<file path="src/rtl/line_codec.sv">
module line_codec (
  input  logic clk,
  input  logic rst_n,
  input  logic mode_sel,
  input  logic half_strobe,
  input  logic bit_strobe,
  input  logic tx_bit,
  output logic line_out,
  input  logic line_in,
  input  logic rx_sample,
  input  logic rx_first,
  output logic rx_bit,
  output logic bit_valid,
  output logic symbol_error
);

  logic mode_q;
  logic enc_active, enc_phase, enc_bit, nrzi_lvl;
  logic rx_pend, rx_half1, rx_prev;
  logic quiet;

  assign quiet = !enc_active && !rx_pend && !bit_strobe && !(rx_sample && rx_first);

  always_ff @(posedge clk) begin
    if (!rst_n || quiet) mode_q <= mode_sel;
  end

  // encoder
  always_ff @(posedge clk) begin
    if (!rst_n) begin
      enc_active <= 1'b0;
      enc_phase  <= 1'b0;
      enc_bit    <= 1'b0;
      nrzi_lvl   <= 1'b0;
    end else if (bit_strobe) begin
      enc_active <= 1'b1;
      enc_phase  <= 1'b0;
      enc_bit    <= tx_bit;
      if (mode_q) nrzi_lvl <= nrzi_lvl ^ tx_bit;
    end else if (half_strobe && enc_active) begin
      if (!enc_phase) enc_phase <= 1'b1;
      else begin
        enc_active <= 1'b0;
        enc_phase  <= 1'b0;
      end
    end
  end

  assign line_out = mode_q ? nrzi_lvl : (enc_active & (enc_bit ^ ~enc_phase));

  // decoder
  always_ff @(posedge clk) begin
    if (!rst_n) begin
      rx_pend      <= 1'b0;
      rx_half1     <= 1'b0;
      rx_prev      <= 1'b0;
      rx_bit       <= 1'b0;
      bit_valid    <= 1'b0;
      symbol_error <= 1'b0;
    end else begin
      bit_valid    <= 1'b0;
      symbol_error <= 1'b0;
      if (rx_sample && rx_first) begin
        rx_pend  <= 1'b1;
        rx_half1 <= line_in;
      end else if (rx_sample) begin
        rx_pend <= 1'b0;
        if (mode_q) begin
          rx_bit    <= line_in ^ rx_prev;
          rx_prev   <= line_in;
          bit_valid <= 1'b1;
        end else if (rx_pend) begin
          if (line_in == rx_half1) symbol_error <= 1'b1;
          else begin
            rx_bit    <= line_in;
            bit_valid <= 1'b1;
          end
        end
      end
    end
  end

  assert_manch_halves_differ_R1: assert property (@(posedge clk) disable iff (!rst_n)
    (!mode_q && enc_active && enc_phase && $past(enc_active && !enc_phase)) |-> line_out != $past(line_out));

  assert_nrzi_toggle_only_on_one_R3: assert property (@(posedge clk) disable iff (!rst_n)
    (mode_q && $past(mode_q) && $past(rst_n) && line_out != $past(line_out)) |-> $past(bit_strobe && tx_bit));

  assert_error_from_manch_second_R5: assert property (@(posedge clk) disable iff (!rst_n)
    symbol_error |-> ($past(rx_sample && !rx_first && !mode_q && rx_pend) && !bit_valid));

  assert_valid_after_second_R7: assert property (@(posedge clk) disable iff (!rst_n)
    bit_valid |-> $past(rx_sample && !rx_first));

  assert_mode_frozen_busy_R9: assert property (@(posedge clk) disable iff (!rst_n)
    (enc_active || rx_pend) |=> mode_q == $past(mode_q));

endmodule

</file>
<file path="config.mk">
export PLATFORM = sky130hd
export DESIGN_NAME = line_codec
export DESIGN_NICKNAME = d
export VERILOG_FILES = /design/src/rtl/line_codec.sv
export SDC_FILE = /design/constraint.sdc
export NUM_CORES = 1
export LEC_CHECK = 0
export ABC_AREA = 1
export BUFFER_PORTS_ARGS = -buffer_cell sky130_fd_sc_hd__buf_2
export CAP_MARGIN = 10
export CORE_AREA = 2 2 39 41
export CTS_CLUSTER_SIZE = 24
export DETAILED_ROUTE_END_ITERATION = 8
export DIE_AREA = 0 0 41 43
export PLACE_DENSITY = 0.63
export SYNTH_ARGS = -nofsm -noshare
export SYNTH_HDL_FRONTEND = slang
export SYNTH_SLANG_ARGS = --single-unit
export TNS_END_PERCENT = 5
</file>
<file path="constraint.sdc">
create_clock -name clk -period 1.21 [get_ports clk]
set_clock_uncertainty 0.1 [all_clocks]
set_input_delay 0.3025 -clock clk [delete_from_list [all_inputs] [get_ports clk]]
set_output_delay 0.3025 -clock clk [all_outputs]
set_load 0.01 [all_outputs]
</file>
* After elaboration in Yosys (flattened, before gate mapping)
Cells that the tools add are included.
Operators by class: eq/ne operators 2, multiplexer cells 14, bitwise gates (word level) 9, reduce and logical (&&, ||, !) cells 22
Operators with widths (number):
- 2-to-1 mux 1 bit | 14
- nonzero test 2 bit | 4
- logical AND 1 bit | 5
- zero test 1 bit | 5
- NOT 1 bit | 5
- OR reduction 5 bit | 1
- AND reduction 2 bit | 2
- AND reduction 4 bit | 1
- AND reduction 3 bit | 1
- OR reduction 3 bit | 1
- XOR 1 bit | 3
- != test 2 bit (second input constant) | 1
- OR reduction 2 bit | 1
- bitwise AND 1 bit | 1
- equality test 1 bit | 1
- logical OR 1 bit | 1
Storage, ports and cells: word-level logic and storage cells 58, input bits 9, output and inout port bits 4, register bits 11

* Depth between registers and ports, before layout
depth in word-level cells 5, gate-level depth with buffers 6, depth with buffers taken out 6

* Worst setup path after synthesis
No wires, ideal clock.
path kind reg-to-output, from register mode_q, to output port line_out, setup slack 0.039 ns, arrival 0.769 ns, cell stages (with the launch flop) 4, path through edfxtp_1 inv_2 o211ai_1 o21ai_0
On the way: word-level cells in the longest chain between the ends 1
Ends and longest elaborated chain:
- start: declaration | RTL line 17 | logic mode_q;
- start signal: assignment | RTL line 25 | if (!rst_n || quiet) mode_q <= mode_sel;
- 2-to-1 mux 1 bit | RTL line 49 | assign line_out = mode_q ? nrzi_lvl : (enc_active & (enc_bit ^ ~enc_phase));
- end: declaration | RTL line 8 | output logic line_out,
No other way between the ends.

* Worst setup path in the final report
Ends and elaborated chain as after synthesis.

==> run metrics <==
status=finished with violations; failing checks=setup timing; largest family of logic cells by synthesized area=simple AND/OR/NAND/NOR gates; pin count of the biggest net entering global routing=9; critical path required time=between 0.8 and 0.9 ns; die width=41 um; post-synthesis mux area share=0; Post-synth EDFFs=1; Worst Path Arrival=1.04 ns; Post-synth top flop=dfxtp_1; vias=475; max-slew violations=0; row cnt=14; worst slew pin tran=0.187 ns; Fmax achieved=approximately 690 MHz; Seq/Total Area, Yosys=0.466; internal power=around 0.57 mW; Port Buf Inserts=12; I/O Pins=13; fin area=657 sq um; post-route ant nets=0; fillers=147; min-delay src=mode_sel; Max VDD drop=0.629 mV; crit start category=flip-flop; Post-Synthesis Cells=66; synthesis-stage register bit count=11; Final Non-Filler Cells=103; Die ar.=approximately 0.0018 sq mm; antenna violations before repair=0; GR Util All Layers=0.136; Syn Nets=75; Nets=97; sw frac=0.265; clock buffer depth=2; reg2reg start=mode_q$_DFFE_PP_; r2r setup slk=0.01 ns; hold_ws=0.113 ns; Comb power frac=0.162; Clk network pwr share=0.323; Worst Path Max Fanout=3; Tmin final=roughly 1.4 ns; routed length per placed instance=9.79 um; routed vias/inst=between 4 and 5; first-pass GRT wire length=between 1500 and 2000 um; Avg Cell Area, Syn=7.49 sq um; cts bufs inserted=3; cells on worst reg2reg path=8; GP Congestion=0.725; area delta synth->final=32.9%; Die H=43 um; post-synthesis cell area=a little under 500 sq um; vias in the first global route=400; Hold WC Path Type=input pin to flip-flop; Detailed Route WL=1010 um; unrepaired setup endpoints after global routing=yes; Setup WS post-layout=-0.234 ns; CP Class=flip-flop to output port; Skew-Pair Late Insertion Delay=between 0.2 and 0.3 ns; share of post-route cells with drive strength above 1=0.414; drt pass-1 iters=4; Synth Area in XOR/XNOR=0; sequential power share=0.515; Compound-Gate Fraction of Synth Area=0.147; Post-Synth Simple-Gate Area=0.304; Starting Density=0.357; final setup violation count=1; Worst Hold Depth=1; multi-input combinational cell area=235 sq um; DR DRC count=0; crit path launch=mode_q$_DFFE_PP_; ANT cells=0; endpoint type of the worst setup path=output port; crit share post-route=1.19; drt initial violations=11; register area=~230 sq um; Yosys cell types=17; CTS tree=yes; total grt overflow=0; CTS sink count=11; Adder-Cell Fraction of Synth Area=0; Slew headroom=0.874; placed cell count=97; Hold Fails Final Rpt=0; root buf cell=clkbuf_4; clock edge transition at the registers on the reported setup and hold paths=0.07 ns; # Max-Cap Violations=0; core area=0.00138 sq mm; Yosys warning count=0; Post-CTS Hold Buffers=0; fraction of registers with async set/reset=0; DPL Wire Length=748 um; Static Leak=0.306 nW; pwr/cell area=1180 mW/mm^2; Sw Pwr=between 0.2 and 0.25 mW; H-tree depth=1; placed inst area=597 sq um
[per-stage QoR]
step	setup WS, ns	util	TNS [ns]	power (mW)
floorplan	0.0386	-	0	0.470
finish	-0.234	0.475	-0.234	0.776
global route	-0.307	0.475	-0.362	0.815
global placement	0.000802	0.431	0	0.517
detailed placement	-0.0308	0.431	-0.0308	0.520
CTS	-0.266	0.459	-0.266	0.772
[cell usage after synthesis (2+ instances only)]
cell	number	area [sq um]
dfxtp_1	10	200
o21ai_1	2	10.0
o21ai_0	3	15.0
a21oi_1	8	40.0
nor2_1	6	22.5
nand2_2	2	12.5
inv_1	8	30.0
inv_2	3	11.3
nand3_1	4	20.0
nand2_1	13	48.8
[area by class of cell]
cell class / instances / share of cell area
multi-input combinational: 44 / 0.358
timing repair buffer: 17 / 0.154
inverter: 11 / 0.0629
clock buffer: 4 / 0.0400
tap: 16 / 0.0305
sequential: 11 / 0.354
[path summary, 6_finish.rpt]
check,end
setup / recovery,line_out
hold / removal,mode_q$_DFFE_PP_
setup reg to reg,rx_bit$_SDFFE_PN0P_
hold reg to reg,nrzi_lvl$_SDFFE_PN0P_
[cell families after synthesis]
kind of cell / count (synthesis)
and+or+nand+nor: 30
AOI/OAI and AO/OA: 14
buffers and inverters: 11
DFF: 11
[registers in the layout (all words and copies together), names as in the netlist]
name / cells
bit_valid: 1
enc_active: 1
enc_bit: 1
enc_phase: 1
mode_q: 1
nrzi_lvl: 1
rx_bit: 1
rx_half1: 1
rx_pend: 1
rx_prev: 1
symbol_error: 1
[routing by layer]
metal	global-route usage	share of wire	vias up
met3	0.0628	0.045	2
met2	0.184	0.49	9
met4	0.0600	0.0099	0
li1	-	-	257
met5	0	0	-
met1	0.179	0.45	207
[placed cells by master (no fill, tap or decap), types with 2 or more instances in the layout]
| cell type | instances |
|---|---|
| nand2_2 | 3 |
| nand3_1 | 4 |
| a21oi_1 | 6 |
| a21oi_2 | 2 |
| nor2_1 | 5 |
| dfxtp_2 | 2 |
| clkbuf_4 | 3 |
| buf_2 | 12 |
| nand2_1 | 12 |
| nor2_2 | 2 |
| o21ai_1 | 3 |
| dfxtp_1 | 8 |
| buf_4 | 4 |
| inv_1 | 7 |
| inv_2 | 4 |
| o21ai_0 | 2 |
[critical path, cell delays in order (launching register included)]
cell,delay [ns]
edfxtp_1,0.40
inv_2,0.09
o211ai_1,0.09
o21ai_1,0.07
buf_2,0.13
[what timing repair did]
item,CTS,global route
pin swaps,2,3
setup endpoints to repair,1,2
gates resized for setup,4,5
setup buffers,1,1
[power by group through the flow]
stage	sequential, mW	clock (mW)	combinational, mW
6_report	0.400	0.250	0.126
5_1_grt	0.402	0.273	0.140
4_1_cts	0.398	0.256	0.118
3_5_place_dp	0.406	0	0.114
3_3_place_gp	0.406	0	0.112
2_1_floorplan	0.409	0	0.0615
No activity file was read; power rests on OpenSTA's default activity.
